File: src/rtl/sr_seq_pkg.sv
package sr_seq_pkg;

  typedef enum logic [2:0] {
    ST_INIT  = 3'd0,
    ST_ARMED = 3'd1,
    ST_MASK  = 3'd2,
    ST_COND  = 3'd3,
    ST_BLANK = 3'd4
  } sr_state_e;

  // index of each flag inside the synchroniser bank
  localparam int FLG_ON   = 0;
  localparam int FLG_OFF  = 1;
  localparam int FLG_RST  = 2;
  localparam int FLG_SYNC = 3;
  localparam int FLG_N    = 4;

  function automatic logic drives_gate(input sr_state_e st);
    return (st == ST_MASK) || (st == ST_COND);
  endfunction

  // cycles the gate stays high when the turn-off flag is already present
  function automatic int unsigned hold_len(input int unsigned mot);
    return mot + 1;
  endfunction

endpackage

File: src/rtl/sr_sync_bank.sv
module sr_sync_bank #(
  parameter int N = 4
) (
  input  logic         clk,
  input  logic         rst_n,
  input  logic [N-1:0] d,
  output logic [N-1:0] q
);

  for (genvar i = 0; i < N; i++) begin : g_bit
    logic [1:0] stage;
    always_ff @(posedge clk or negedge rst_n) begin
      if (!rst_n) stage <= '0;
      else        stage <= {stage[0], d[i]};
    end
    assign q[i] = stage[1];
  end

endmodule

File: src/rtl/sr_rst_qual.sv
module sr_rst_qual #(
  parameter int QUAL_CYC = 20
) (
  input  logic clk,
  input  logic rst_n,
  input  logic flag,
  output logic ok
);

  localparam int CW = $clog2(QUAL_CYC + 1);
  localparam logic [CW-1:0] LIMIT = CW'(QUAL_CYC);

  logic [CW-1:0] run;

  always_ff @(posedge clk or negedge rst_n) begin
    if (!rst_n)          run <= '0;
    else if (!flag)      run <= '0;
    else if (run != LIMIT) run <= run + 1'b1;
  end

  assign ok = (run == LIMIT);

endmodule

File: src/rtl/sr_edge_det.sv
module sr_edge_det (
  input  logic clk,
  input  logic rst_n,
  input  logic d,
  output logic rise
);

  logic prev;

  always_ff @(posedge clk or negedge rst_n) begin
    if (!rst_n) prev <= 1'b0;
    else        prev <= d;
  end

  assign rise = d & ~prev;

endmodule

File: src/rtl/sr_gate_fsm.sv
module sr_gate_fsm
  import sr_seq_pkg::*;
#(
  parameter int MOT_W = 8,
  parameter int BLK_W = 12
) (
  input  logic             clk,
  input  logic             rst_n,
  input  logic             s_on,
  input  logic             s_off,
  input  logic             s_sync,
  input  logic             sync_rise,
  input  logic             rst_ok,
  input  logic [MOT_W-1:0] mot_cycles,
  input  logic [BLK_W-1:0] blank_cycles,
  output logic             gate_on,
  output logic             armed,
  output logic             blanking
);

  localparam int TMR_W = (MOT_W > BLK_W) ? MOT_W : BLK_W;

  sr_state_e        state, state_nxt;
  logic [TMR_W-1:0] tmr, tmr_nxt;
  logic [BLK_W-1:0] blk_lat;
  logic             tmr_zero;

  assign tmr_zero = (tmr == '0);

  always_comb begin
    state_nxt = state;
    tmr_nxt   = tmr;
    unique case (state)
      ST_INIT: begin
        if (sync_rise || rst_ok) state_nxt = ST_ARMED;
      end
      ST_ARMED: begin
        if (s_on && !s_sync) begin
          state_nxt = ST_MASK;
          tmr_nxt   = TMR_W'(mot_cycles);
        end
      end
      ST_MASK: begin
        if (s_sync || rst_ok) begin
          state_nxt = ST_ARMED;
          tmr_nxt   = '0;
        end else if (tmr_zero) begin
          if (s_off) begin
            state_nxt = ST_BLANK;
            tmr_nxt   = TMR_W'(blk_lat);
          end else begin
            state_nxt = ST_COND;
          end
        end else begin
          tmr_nxt = tmr - 1'b1;
        end
      end
      ST_COND: begin
        if (s_sync || rst_ok) begin
          state_nxt = ST_ARMED;
        end else if (s_off) begin
          state_nxt = ST_BLANK;
          tmr_nxt   = TMR_W'(blk_lat);
        end
      end
      ST_BLANK: begin
        if (sync_rise || rst_ok || tmr_zero) begin
          state_nxt = ST_ARMED;
          tmr_nxt   = '0;
        end else begin
          tmr_nxt = tmr - 1'b1;
        end
      end
      default: state_nxt = ST_INIT;
    endcase
  end

  always_ff @(posedge clk or negedge rst_n) begin
    if (!rst_n) begin
      state   <= ST_INIT;
      tmr     <= '0;
      blk_lat <= '0;
    end else begin
      state <= state_nxt;
      tmr   <= tmr_nxt;
      if (!drives_gate(state)) blk_lat <= blank_cycles;
    end
  end

  assign gate_on  = drives_gate(state) & ~s_sync;
  assign armed    = (state == ST_ARMED);
  assign blanking = (state == ST_BLANK);

endmodule

File: src/rtl/sr_gate_seq.sv
module sr_gate_seq
  import sr_seq_pkg::*;
#(
  parameter int MOT_W    = 8,
  parameter int BLK_W    = 12,
  parameter int QUAL_CYC = 20
) (
  input  logic             clk,
  input  logic             rst_n,
  input  logic             on_flag_raw,
  input  logic             off_flag_raw,
  input  logic             rst_flag_raw,
  input  logic             sync_raw,
  input  logic [MOT_W-1:0] mot_cycles,
  input  logic [BLK_W-1:0] blank_cycles,
  output logic             gate_on
);

  logic [FLG_N-1:0] raw_flags, s_flags;
  logic s_on, s_off, s_rst, s_sync;
  logic sync_rise, rst_ok, armed, blanking;

  always_comb begin
    raw_flags           = '0;
    raw_flags[FLG_ON]   = on_flag_raw;
    raw_flags[FLG_OFF]  = off_flag_raw;
    raw_flags[FLG_RST]  = rst_flag_raw;
    raw_flags[FLG_SYNC] = sync_raw;
  end

  sr_sync_bank #(.N(FLG_N)) u_sync (
    .clk(clk), .rst_n(rst_n), .d(raw_flags), .q(s_flags)
  );

  assign s_on   = s_flags[FLG_ON];
  assign s_off  = s_flags[FLG_OFF];
  assign s_rst  = s_flags[FLG_RST];
  assign s_sync = s_flags[FLG_SYNC];

  sr_edge_det u_sync_edge (
    .clk(clk), .rst_n(rst_n), .d(s_sync), .rise(sync_rise)
  );

  sr_rst_qual #(.QUAL_CYC(QUAL_CYC)) u_qual (
    .clk(clk), .rst_n(rst_n), .flag(s_rst), .ok(rst_ok)
  );

  sr_gate_fsm #(.MOT_W(MOT_W), .BLK_W(BLK_W)) u_fsm (
    .clk(clk), .rst_n(rst_n),
    .s_on(s_on), .s_off(s_off), .s_sync(s_sync),
    .sync_rise(sync_rise), .rst_ok(rst_ok),
    .mot_cycles(mot_cycles), .blank_cycles(blank_cycles),
    .gate_on(gate_on), .armed(armed), .blanking(blanking)
  );

endmodule

File: config.mk
export PLATFORM = sky130hd
export DESIGN_NAME = sr_gate_seq
export DESIGN_NICKNAME = d
export VERILOG_FILES = /design/src/rtl/sr_seq_pkg.sv /design/src/rtl/sr_sync_bank.sv /design/src/rtl/sr_rst_qual.sv /design/src/rtl/sr_edge_det.sv /design/src/rtl/sr_gate_fsm.sv /design/src/rtl/sr_gate_seq.sv
export SDC_FILE = /design/constraint.sdc
export NUM_CORES = 1
export LEC_CHECK = 0
export CAP_MARGIN = 0
export CELL_PAD_IN_SITES_DETAIL_PLACEMENT = 1
export CELL_PAD_IN_SITES_GLOBAL_PLACEMENT = 1
export CORE_ASPECT_RATIO = 1.1
export CORE_MARGIN = 2
export CORE_UTILIZATION = 25
export CTS_CLUSTER_DIAMETER = 120
export CTS_CLUSTER_SIZE = 25
export DETAILED_ROUTE_END_ITERATION = 16
export DONT_BUFFER_PORTS = 1
export GPL_TIMING_DRIVEN = 0
export PLACE_DENSITY_LB_ADDON = 0.15
export SYNTH_ARGS = -nofsm -noshare
export SYNTH_HDL_FRONTEND = slang
export SYNTH_SLANG_ARGS = --single-unit
File: constraint.sdc
create_clock -name clk -period 2.42 [get_ports clk]
set_input_delay 0 -clock clk [delete_from_list [all_inputs] [get_ports clk]]
set_output_delay 0 -clock clk [all_outputs]
set_load 0.005 [all_outputs]
# Yosys cells after proc, flatten, opt, wreduce, memory -nomap -nowiden
# Index checks and enable logic that the tools add are counted.
op_classes:
  mux: 18
  n_bitwise: 4
  n_eq_ne: 13
  addsub: 2
  n_reduce_logical: 11
op_table:
  columns: ["cell", "count"]
  rows:
  - ["$mux 12", 6]
  - ["$pmux 12 s4", 1]
  - ["$mux 3", 8]
  - ["$pmux 3 s5", 1]
  - ["$logic_not 12->1", 1]
  - ["$sub 12x1->12 const B", 1]
  - ["$mux 5", 2]
  - ["$ne 2x1->1 const B", 4]
  - ["$eq 3x2->1 const B", 2]
  - ["$add 5x1->5 const B", 1]
  - ["$eq 5x5->1 const B", 1]
  - ["$ne 5x5->1 const B", 1]
  - ["$reduce_and 5->1", 1]
  - ["$logic_or 1x1->1", 4]
  - ["$reduce_bool 4->1", 1]
  - ["$eq 3x1->1 const B", 1]
  - ["$eq 3x3->1 const B", 1]
  - ["$logic_not 3->1", 1]
  - ["$ne 3x1->1 const B", 1]
  - ["$ne 3x2->1 const B", 1]
  - ["$reduce_and 3->1", 1]
  - ["$and 1x1->1", 2]
  - ["$ne 2x2->1 const B", 1]
  - ["$not 1->1", 2]
  - ["2 further kinds", 2]
word_totals:
  register_bits: 41
  output_inout_bits: 1

# Depth between registers and ports, before layout
# Gate-level depths: netlist (run 1).
depth:
  ltp_word: 6
  mapped_depth: 8

# By module
# A second synthesis (run 1) with hierarchy kept.
hier_totals:
  cells_unflattened: 255
  hier_area_um2: 2404.8
by_module_without_submodules:
  columns: ["module", "seq_area_each_um2", "cells_each", "n_inst", "area_each_um2"]
  rows:
  - ["sr_gate_fsm", 675.6, 213, 1, 1834.3]
  - ["sr_rst_qual", 125.1, 28, 1, 301.5]
  - ["sr_sync_bank", 200.2, 12, 1, 230.2]
  - ["sr_edge_det", 25.0, 2, 1, 38.8]

# Worst setup path before layout (run 1)
# Ideal clock, no wire load.
synth_path:
  path_kind: "register to register"
  start: "register u_fsm.tmr[0]"
  end: "register u_fsm.tmr[0]"
  path_buffers: 1
  stages_incl_launch_ff: 9
  required_ns: 2.294
  path_slack_ns: 0.577
  arrival_time_ns: 1.717
  cell_sequence: "dfrtp_1 > inv_1 > ha_1 > nor3b_2 > nand4_1 > buf_2 > nand3_1 > nor2_1 > o32a_1"
synth_between:
  elab_chain_len: 4
  word_cells_on_any_way: 9
  cone_classes: "1 x add/sub; 6 x mux; 2 x reduce/logical"
synth_lines:
  columns: ["element", "line", "rtl"]
  rows:
  - ["start, declared", "sr_gate_fsm.sv:24", "logic [TMR_W-1:0] tmr, tmr_nxt;"]
  - ["start signal, assigned", "sr_gate_fsm.sv:85", "tmr <= tmr_nxt;"]
  - ["$sub 12x1->12 (tied with other cells)", "sr_gate_fsm.sv:55, sr_gate_fsm.sv:71", null]
  - ["$mux 12 or $logic_or 1x1->1 (tied branches)", "sr_gate_fsm.sv:47, sr_gate_fsm.sv:67", null]
  - ["$mux 12 (on tied branches)", "sr_gate_fsm.sv:44, sr_gate_fsm.sv:67", null]
  - ["$pmux 12 s4 *", "sr_gate_fsm.sv:33", "unique case (state)"]
# Mark *: on every way between the ends. The rest lies on a longest branch, timed or not. The select of a mux whose other input is x is not followed.
# A chain may end at the register's enable or synchronous reset.

# Final worst setup path (run 1)
layout_path:
  start: "register u_fsm.tmr[0]"
  end: "register u_fsm.tmr[1]"
layout_between:
  elab_chain_len: 4
  word_cells_on_any_way: 7
  cone_classes: "1 x add/sub; 4 x mux; 2 x reduce/logical"
layout_lines:
  columns: ["element", "line"]
  rows:
  - ["$sub 12x1->12 or $logic_not 12->1 (tied branches)", "sr_gate_fsm.sv:55, sr_gate_fsm.sv:71, sr_gate_fsm.sv:28"]
  - ["$mux 12 or $logic_or 1x1->1 (tied branches)", "sr_gate_fsm.sv:47, sr_gate_fsm.sv:67"]
  - ["$mux 12 (on tied branches)", "sr_gate_fsm.sv:44, sr_gate_fsm.sv:67"]
  - ["$pmux 12 s4 *", "sr_gate_fsm.sv:33"]
# Mark *: on every way between the ends. The rest lies on a longest branch, timed or not.

==> results.py, run 1 <==
metrics = {
    "drt": {
        "first_pass_iters": 4,
        "wire_per_inst_um": 18.1,
        "ant_nets": 0,
        "vias_per_cell": 5.06,
        "drc": 0,
        "drtIter0Drc": 89,
        "num_vias": 2193,
        "routed_wl_um": 7860,
    },
    "sta": {
        "worst_slew_pin_slew_ns": 0.861,
        "setup_viol": 0,
        "fin_crit_ns": 2.26,
        "hold_viol": 0,
        "setup_tns_ns": 0,
        "grt_setup_unrepaired": "false",
        "relSlewSlack": 0.421,
        "maxSlewViolCount": 0,
        "post-route-period-util": 0.934,
        "fin_skew_ns": 0.00485,
        "fmax_ghz": 0.443,
    },
    "flow_run": {
        "drv_cap": 0,
    },
    "global_route": {
        "gr-total-overflow": 0,
        "grt_max_degree": 42,
        "antenna_found_initial": 0,
        "track_usage": 0.152,
        "grt_pass1_vias": 2326,
        "grt_pass1_wl_um": 12700,
    },
    "logic_synthesis": {
        "yosys-top-cells-area": "dfrtp_1 40%, nand2_1 8.1%, mux2i_1 3.1%",
        "yosys_warnings": 0,
        "synth-main-ff-cell": "dfrtp_1",
        "ys_seq_area_frac": 0.403,
        "avgSynthCellArea_um2": 9.02,
        "syn_inst": 282,
        "synth_nets": 311,
        "syn_area_mm2": 0.00254,
        "ys_ff_latch": 41,
        "async_flop_share": 1.00,
        "yosysTopAreaCell": "dfrtp_1",
        "ys_types": 65,
        "synth_edf_count": 0,
        "synth.top_cell.area_share": 0.403,
    },
    "setup_path": {
        "startpoint_type": "flip-flop",
        "r2r_start": "u_fsm.tmr[0]",
        "crit_required_ns": 2.60,
        "reg2regPathDepth": 8,
        "r2r-end": "u_fsm.tmr[1]",
        "critPathArrivalTime_ns": 2.44,
        "critPathCaptureType": "flip-flop",
        "r2r_setup_slack_ns": 0.16,
        "crit_type": "flip-flop to flip-flop",
        "crit_fanout": 10,
    },
    "final_layout": {
        "fin_util": 0.309,
        "layout_commonest_cell": "nand2_1",
        "fillers": 1160,
        "fin_nets": 341,
        "drive_above_1_share": 0.137,
        "layout_common_cells": "55 x nand2_1, 41 x dfrtp_1, 22 x dlygate4sd3_1",
        "diodes": 0,
        "area.growth.synth_to_final_pct": 20.3,
    },
    "power_and_ir_drop": {
        "clock_power_share": 0.175,
        "ir_drop_mv": 0.370,
        "swShare": 0.433,
        "p_comb_frac": 0.474,
        "p_switching_mw": 1.42,
        "power_density_mw_per_mm2": 1070,
        "seqPwrFrac": 0.351,
        "p_int_mw": 1.87,
        "leakagePower_nw": 1.28,
    },
    "hold_path": {
        "min_path_cells": 3,
        "hold_end": "u_fsm.tmr[5]",
        "hp-class": "input pin to flip-flop",
        "min_from": "mot_cycles[5]",
    },
    "place": {
        "hpwl_um": 5650,
        "port_buffers": 0,
        "place.gp.congestion": 0.756,
    },
    "clock_tree": {
        "clk_latency_ns": 0.30,
        "clkTransAtPathRegs_ns": 0.09,
        "cts_buffers": 5,
        "post_cts_buffers": 0,
        "root_buffer": "clkbuf_8",
        "cts_tree": "done",
        "cts.sinks": 41,
        "htreeDepth": 2,
        "clock_path_buffers": 2,
    },
    "die": {
        "dieHeight_um": 110,
        "dieArea_mm2": 0.0110,
        "core_area_mm2": 0.00989,
        "placementRows": 38,
        "dieWidth_um": 100,
        "io_pins": 27,
        "start_util": 0.257,
    },
    "outcome": {
        "status": "finished clean",
    },
}
==> metrics by stage <==
| stage | instances | power (mW) | hold slack [ns] | cell area (um2) | setup WS, ns |
|---|---|---|---|---|---|
| floorplan | 282 | 2.24 | -0.296 | 2540 | 0.577 |
| global placement | 402 | 2.66 | -0.295 | 2700 | 0.133 |
| detailed placement | 402 | 2.67 | -0.295 | 2700 | 0.113 |
| CTS | 433 | 3.32 | 0.0151 | 3050 | 0.0880 |
| global route | 433 | 3.56 | 0.0357 | 3060 | 0.0168 |
| finish | 433 | 3.29 | 0.0196 | 3060 | 0.160 |
==> routing by layer <==
metal  track usage  part of all wire
met5             0                 0
met1         0.202              0.48
met2         0.257              0.48
met4        0.0401             0.015
met3        0.0229             0.024
==> registers in the layout (all words and copies together), names as in the netlist <==
| register | flops |
|---|---|
| u_fsm.blk_lat | 12 |
| u_fsm.tmr | 12 |
| u_sync.g_bit.stage | 8 |
| u_qual.run | 5 |
| u_fsm.state | 3 |
| u_sync_edge.prev | 1 |
==> cells by family after synthesis <==
kind of cell    Yosys count  synth area share
simple gates            132             0.283
compound gates           63             0.170
flops                    41             0.403
buf+inv                  23            0.0516
mux                      13            0.0536
xor+xnor                  7            0.0241
fa+ha+maj                 3            0.0148
==> Yosys cell counts, types with 5 or more instances <==
| library cell | count |
|---|---|
| nand2_1 | 55 |
| dfrtp_1 | 41 |
| nor2_1 | 21 |
| a21oi_1 | 14 |
| inv_1 | 8 |
| mux2i_1 | 8 |
| nand3_1 | 7 |
| nor3_1 | 7 |
| o22ai_1 | 7 |
| a31oi_1 | 6 |
| o21ai_0 | 6 |
| xnor2_1 | 6 |
| buf_2 | 5 |
| clkbuf_1 | 5 |
| mux2_2 | 5 |
| nand4_1 | 5 |
==> repair_timing <==
item,CTS,global route
gates resized for setup,0,1
hold endpoints to repair,62,0
hold buffers,23,0
setup endpoints to repair,0,3
==> worst max-delay path, stage by stage (launching register included) <==
cell	delay, ns
dfrtp_1	0.45
inv_1	0.11
ha_1	0.23
nor3b_4	0.29
nand4_1	0.14
buf_2	0.23
nand3_1	0.27
nor2_1	0.08
o32a_1	0.34
==> power groups by stage <==
stage / Clock (mW) / Sequential, mW / Combinational (mW)
after detailed placement: 0 / 1.16 / 1.51
after global placement: 0 / 1.16 / 1.50
after global routing: 0.625 / 1.19 / 1.75
after CTS: 0.605 / 1.15 / 1.57
final: 0.575 / 1.15 / 1.56
after floorplan: 0 / 1.08 / 1.16
==> area by class of cell <==
type                    count  area (um2)  area share
well taps                 120         150      0.0491
flip-flops and latches     41        1030       0.335
repair buffers             23         248      0.0809
plain buffers              15         101      0.0331
inverters                   8        30.0     0.00981
multi-input cells         218        1390       0.455
clock buffers               6        72.6      0.0237
clock inverters             2        38.8      0.0127
==> how the worst max path moves through the flow <==
stage	start	end	slack, ns	depth (start not counted)
final	u_fsm.tmr[0]	u_fsm.tmr[1]	0.16	8
after global routing	u_fsm.tmr[0]	u_fsm.tmr[0]	0.02	8
after CTS	u_fsm.tmr[0]	u_fsm.tmr[1]	0.09	8
after detailed placement	u_fsm.tmr[0]	u_fsm.tmr[1]	0.11	8
after global placement	u_fsm.tmr[0]	u_fsm.tmr[0]	0.13	8
after floorplan	u_fsm.tmr[0]	u_fsm.tmr[0]	0.58	8
Note: power is estimated with default switching activity, not from simulation.
==> run 2: changes to the inputs <==
ABC_AREA = 1   (was unset)
REMOVE_ABC_BUFFERS = 1   (was unset)
==> run 2 against run 1 <==
Net effect:
- cell count up 7.4%
- sequential power down 9.6%
- register-to-register slack better by 0.20 ns
- critical path type unchanged
- maximum frequency up 9.9%
- critical endpoint is now u_fsm.tmr[8]
- largest power group unchanged
==> results.py, run 2 <==
metrics = {
    "outcome": {
        "status": "finished clean",
    },
    "global_route": {
        "gr-total-overflow": 0,
        "grt_max_degree": 42,
        "grt_pass1_wl_um": 10800,
        "grt_pass1_vias": 2159,
        "antenna_found_initial": 0,
        "track_usage": 0.139,
    },
    "flow_run": {
        "drv_cap": 0,
    },
    "final_layout": {
        "ff_latch_area_mm2": 0.00103,
        "fillers": 1103,
        "fin_nets": 379,
        "fin_util": 0.314,
        "layout_commonest_cell": "nand2_1",
        "drive_above_1_share": 0.0684,
        "final_area_mm2": 0.00282,
        "diodes": 0,
        "top_regs": "u_fsm.blk_lat x12, u_fsm.tmr x12, u_sync.g_bit.stage x8",
        "area.growth.synth_to_final_pct": 21.2,
        "multi_input_area_mm2": 0.00115,
        "layout_common_cells": "149 x nand2_1, 41 x dfrtp_1, 28 x nand3_1",
    },
    "logic_synthesis": {
        "syn_inst": 324,
        "synth_edf_count": 0,
        "yosysMostFrequentCell": "nand2_1",
        "ys_seq_area_frac": 0.442,
        "ys_types": 28,
        "yosys-top-cells-area": "dfrtp_1 44%, nand2_1 24%, nand3_1 6.0%",
        "syn_area_mm2": 0.00232,
        "synth-main-ff-cell": "dfrtp_1",
        "synth.top_cell.area_share": 0.442,
        "async_flop_share": 1.00,
        "yosysTopAreaCell": "dfrtp_1",
        "synthTopCellsByCount": "149 x nand2_1, 41 x dfrtp_1, 28 x nand3_1",
        "avgSynthCellArea_um2": 7.17,
        "ys_ff_latch": 41,
        "yosys_warnings": 0,
    },
    "clock_tree": {
        "root_buffer": "clkbuf_8",
        "cts_tree": "done",
        "clkTransAtPathRegs_ns": 0.09,
        "ctsResizeCount": 0,
        "post_cts_buffers": 0,
        "cts.sinks": 41,
        "cts_buffers": 5,
        "clock_path_buffers": 2,
        "htreeDepth": 2,
        "clk_latency_ns": 0.30,
        "holdBufCountCts": 26,
    },
    "sta": {
        "hold_viol": 0,
        "maxSlewViolCount": 0,
        "worst_slew_pin_slew_ns": 0.789,
        "setup_viol": 0,
        "relSlewSlack": 0.474,
        "fin_skew_ns": 0.00393,
        "post-route-period-util": 0.850,
        "fmax_ghz": 0.486,
        "fin_crit_ns": 2.06,
        "hold_slack_ns": 0.181,
        "grt_setup_unrepaired": "false",
        "setup_tns_ns": 0,
    },
    "power_and_ir_drop": {
        "p_switching_mw": 1.29,
        "seqPwrFrac": 0.358,
        "finalPower_mw": 2.90,
        "clock_power_share": 0.200,
        "power_density_mw_per_mm2": 1030,
        "ir_drop_mv": 0.322,
        "p_comb_frac": 0.442,
        "leakagePower_nw": 1.41,
        "p_int_mw": 1.61,
        "swShare": 0.446,
    },
    "die": {
        "placementRows": 36,
        "start_util": 0.259,
        "dieHeight_um": 105,
        "io_pins": 27,
        "core_area_mm2": 0.00896,
        "dieWidth_um": 95.9,
        "dieArea_mm2": 0.0101,
    },
    "setup_path": {
        "crit_fanout": 14,
        "crit_type": "flip-flop to flip-flop",
        "startpoint_type": "flip-flop",
        "cpMostUsedCell": "inv_2",
        "crit_required_ns": 2.60,
        "r2r_setup_slack_ns": 0.36,
        "critPathCaptureType": "flip-flop",
        "cpMaxStageDelayCell": "o211ai_2",
        "critPathArrivalTime_ns": 2.24,
        "r2r-end": "u_fsm.tmr[8]",
        "crit_start": "u_fsm.state[1]",
        "path_cells": "inv_1 > nor2_4 > nor2_8 > inv_2 > o211ai_2 > inv_2 > nand2_1 > o21ai_0",
        "cp_slowest_stage_delay_ns": 0.51,
        "reg2regPathDepth": 8,
        "r2r_start": "u_fsm.state[1]",
        "critPathCapture": "u_fsm.tmr[8]",
    },
    "place": {
        "hpwl_um": 4420,
        "detailed_place.area_mm2": 0.00243,
        "place.gp.congestion": 0.767,
        "port_buffers": 0,
    },
    "drt": {
        "wire_per_inst_um": 13.6,
        "num_vias": 2024,
        "vias_per_cell": 4.35,
        "ant_nets": 0,
        "drc": 0,
        "first_pass_iters": 4,
        "routed_wl_um": 6340,
        "drtIter0Drc": 86,
    },
    "hold_path": {
        "hp-class": "input pin to async pin",
    },
}
-- run 2: cell types whose count changed after synthesis, moves of 8 or more --
| cell | before | now |
|---|---|---|
| nand3_1 | 7 | 28 |
| a21oi_1 | 14 | 3 |
| nand2_1 | 55 | 149 |
| inv_1 | 8 | 25 |
| mux2i_1 | 8 | 0 |
| o21ai_0 | 6 | 16 |
-- run 2: layout make-up --
| type | instances | share of cell area |
|---|---|---|
| Inverter | 29 | 0.0386 |
| Multi-Input combinational cell | 247 | 0.408 |
| Timing Repair Buffer | 26 | 0.0986 |
| Clock buffer | 6 | 0.0258 |
| Sequential cell | 41 | 0.364 |
| Clock inverter | 2 | 0.0138 |
| Tap cell | 114 | 0.0506 |
-- run 2: stage by stage --
| stage | std cells | worst slack (ns) |
|---|---|---|
| after floorplan | 317 | 0.806 |
| after global placement | 431 | 0.312 |
| after detailed placement | 431 | 0.335 |
| after CTS | 465 | 0.318 |
| after global routing | 465 | 0.137 |
| final | 465 | 0.364 |
-- run 2: layer usage --
layer / wire (um) / part of all wire / global-route usage / vias to the layer above
met1: 3180 / 0.50 / 0.189 / 932
met2: 2940 / 0.46 / 0.223 / 22
met4: 107 / 0.017 / 0.0439 / 0
li1: - / - / - / 1061
met3: 117 / 0.018 / 0.0224 / 9
met5: 0 / 0 / 0 / -
-- run 2: worst min-delay path by stage --
stage | to | slack [ns] | cells past startpoint
after floorplan | u_fsm.blk_lat[0] | -0.30 | 0
after global placement | u_qual.run[4] | -0.29 | 0
after detailed placement | u_qual.run[4] | -0.29 | 0
after CTS | u_qual.run[4] | 0.18 | 2
after global routing | u_qual.run[4] | 0.20 | 2
final | u_qual.run[0] | 0.18 | 2
-- run 2: logic make-up after synthesis --
| family | share of synthesized area |
|---|---|
| fa+ha+maj | 0.0162 |
| simple gates | 0.381 |
| xor+xnor | 0.0339 |
| buf+inv | 0.0635 |
| compound gates | 0.0635 |
| flops | 0.442 |
-- run 2: worst max-delay path, delay by kind of cell (launching register included) --
family,cells,cell delay (ns)
AOI/OAI and AO/OA,2,0.60
and+or+nand+nor,3,0.47
buffers and inverters,3,0.45
DFF,1,0.43
-- run 2: power by group through the flow --
| stage | Combinational, mW | Clock, mW | Sequential [mW] |
|---|---|---|---|
| final | 1.28 | 0.580 | 1.04 |
| after global routing | 1.49 | 0.629 | 1.07 |
| after CTS | 1.31 | 0.605 | 1.04 |
| after detailed placement | 1.25 | 0 | 1.06 |
| after global placement | 1.24 | 0 | 1.05 |
| after floorplan | 0.948 | 0 | 1.01 |
==> run 3: changes to the inputs <==
clock period = 1.8 ns   (was 2.42 ns; I/O delays follow)
==> run 3 against run 2 <==
Net effect:
- worst hold slack improved by 0.00064 ns
- count of clock-buffer cells in the layout stayed put
- total power rose by 48%
- sequential power up 36%
- critical endpoint is now u_fsm.tmr[11]
- first-iteration DRC count is 20% lower
- global-route usage increased by 0.33 points
==> results.py, run 3 (synthesized netlist as in run 2, its figures left out) <==
metrics = {
    "drt": {
        "drtIter0Drc": 69,
        "wire_per_inst_um": 14.4,
        "ant_nets": 0,
        "first_pass_iters": 4,
        "num_vias": 2126,
        "vias_per_cell": 4.42,
        "drc": 0,
        "routed_wl_um": 6940,
    },
    "sta": {
        "fmax_ghz": 0.567,
        "setup_ws_ns": 0.0371,
        "relSlewSlack": 0.713,
        "post-route-period-util": 0.979,
        "maxSlewViolCount": 0,
        "hold_viol": 0,
        "worst_slew_pin_slew_ns": 0.431,
        "setup_viol": 0,
        "fin_skew_ns": 0.00635,
        "grt_setup_unrepaired": "true",
        "fin_crit_ns": 1.76,
    },
    "setup_path": {
        "path_cells": "inv_2 > ha_1 > nand2_1 > inv_1 > nand2_2 > nand2_4 > nor2_4 > nand3_4 > nand2_4 > nand2_1 > nand2_1 > nand2_1 > nand2_1",
        "path_buf_inv": 2,
        "crit_type": "flip-flop to flip-flop",
        "cp_slowest_stage_delay_ns": 0.40,
        "critPathArrivalTime_ns": 2.01,
        "cpMaxStageDelayCell": "dfrtp_1",
        "critPathCaptureType": "flip-flop",
        "cpMostUsedCell": "nand2_1",
        "crit_required_ns": 2.04,
        "startpoint_type": "flip-flop",
        "crit_fanout": 5,
        "crit_family": "simple AND/OR/NAND/NOR gates",
    },
    "global_route": {
        "track_usage": 0.142,
        "antenna_found_initial": 0,
        "grt_pass1_vias": 2194,
        "grt_pass1_wl_um": 11000,
        "grt_max_degree": 42,
        "gr-total-overflow": 0,
    },
    "die": {
        "placementRows": 36,
        "core_area_mm2": 0.00896,
        "start_util": 0.259,
        "dieHeight_um": 105,
        "io_pins": 27,
        "dieWidth_um": 95.9,
        "dieArea_mm2": 0.0101,
    },
    "final_layout": {
        "fin_nets": 395,
        "ff_latch_area_mm2": 0.00103,
        "diodes": 0,
        "top_regs": "u_fsm.blk_lat x12, u_fsm.tmr x12, u_sync.g_bit.stage x8",
        "drive_above_1_share": 0.174,
        "layout_commonest_cell": "nand2_1",
        "fin_util": 0.343,
        "final_area_mm2": 0.00308,
        "fillers": 1096,
        "layout_common_cells": "139 x nand2_1, 40 x dfrtp_1, 25 x dlygate4sd3_1",
        "area.growth.synth_to_final_pct": 32.4,
        "multi_input_area_mm2": 0.00128,
    },
    "place": {
        "place.gp.congestion": 0.767,
        "detailed_place.area_mm2": 0.00243,
        "hpwl_um": 4420,
        "pre_cts_ws_ns": -0.285,
        "port_buffers": 0,
    },
    "clock_tree": {
        "clk_latency_ns": 0.30,
        "htreeDepth": 2,
        "clock_path_buffers": 2,
        "clkTransAtPathRegs_ns": 0.09,
        "cts_buffers": 5,
        "cts_tree": "done",
        "root_buffer": "clkbuf_8",
        "cts.sinks": 41,
    },
    "power_and_ir_drop": {
        "leakagePower_nw": 1.50,
        "power_density_mw_per_mm2": 1390,
        "ir_drop_mv": 0.428,
    },
    "hold_path": {
        "hp-class": "input pin to async pin",
    },
    "flow_run": {
        "drv_cap": 0,
    },
    "outcome": {
        "status": "finished clean",
    },
}
run 3: changes by cell type in the layout (fill, tap and decap cells not counted), moves of 4 or more:
cell,delta
nor2_1,-4
nand2_2,+7
nand3_1,-4
nand2_1,-10
buf_4,+14
run 3: worst register-to-register path, stage by stage (launching register included):
cell and delay [ns]:
dfrtp_1 0.40, inv_2 0.06, ha_1 0.20, nand2_1 0.09, inv_1 0.06, nand2_2 0.09, nand2_4 0.08, nor2_4 0.20
nand3_4 0.15, nand2_4 0.15, nand2_1 0.07, nand2_1 0.06, nand2_1 0.04, nand2_1 0.06
run 3: metal layers:
metal / vias up / GRT usage / routed length (um)
met5: - / 0 / 0
met4: 0 / 0.0398 / 122
met3: 10 / 0.0216 / 131
met2: 25 / 0.236 / 3410
met1: 994 / 0.190 / 3270
li1: 1097 / - / -
run 3: final timing paths:
path	start	end	slack, ns	depth (start not counted)
worst max-delay path	u_qual.run[0]	u_fsm.tmr[11]	0.04	13
worst min-delay path	rst_n	u_qual.run[0]	0.18	2
worst max register to register	u_qual.run[0]	u_fsm.tmr[11]	0.04	13
worst min register to register	u_sync.g_bit[3].stage[0]	u_sync.g_bit[3].stage[1]	0.36	0
max in group asynchronous	rst_n	u_sync.g_bit[1].stage[1]	1.40	2
min in group clk	on_flag_raw	u_sync.g_bit[0].stage[0]	0.25	1
run 3: per-stage QoR:
step | hold slack, ns | setup TNS, ns | power (mW) | instances
after floorplan | -0.296 | 0 | 2.63 | 317
after global placement | -0.295 | -3.58 | 3.09 | 431
after detailed placement | -0.295 | -3.26 | 3.10 | 431
after CTS | 0.182 | 0 | 4.11 | 467
after global routing | 0.200 | -1.05 | 4.67 | 481
final | 0.181 | 0 | 4.29 | 481
run 3: area by class of cell:
| class | instances | area share |
|---|---|---|
| Timing Repair Buffer | 41 | 0.131 |
| Tap cell | 114 | 0.0464 |
| Sequential cell | 41 | 0.334 |
| Inverter | 29 | 0.0374 |
| Multi-Input combinational cell | 248 | 0.415 |
| Clock buffer | 6 | 0.0236 |
| Clock inverter | 2 | 0.0126 |
run 3: what timing repair did:
item,CTS,global route
endpoints found under the hold margin,65,0
pin swaps,2,11
hold buffers,26,0
cloned,0,1
endpoints found under the setup margin,15,16
gates resized for setup,11,25
buffers inserted,2,13
run 3: power breakdown:
| group | total, mW | leakage (nW) | internal [mW] | switching, mW |
|---|---|---|---|---|
| clock | 0.779 | 0.0554 | 0.417 | 0.361 |
| combinational | 2.10 | 0.941 | 0.778 | 1.32 |
| sequential | 1.41 | 0.508 | 1.18 | 0.233 |
| total | 4.29 | 1.50 | 2.37 | 1.92 |
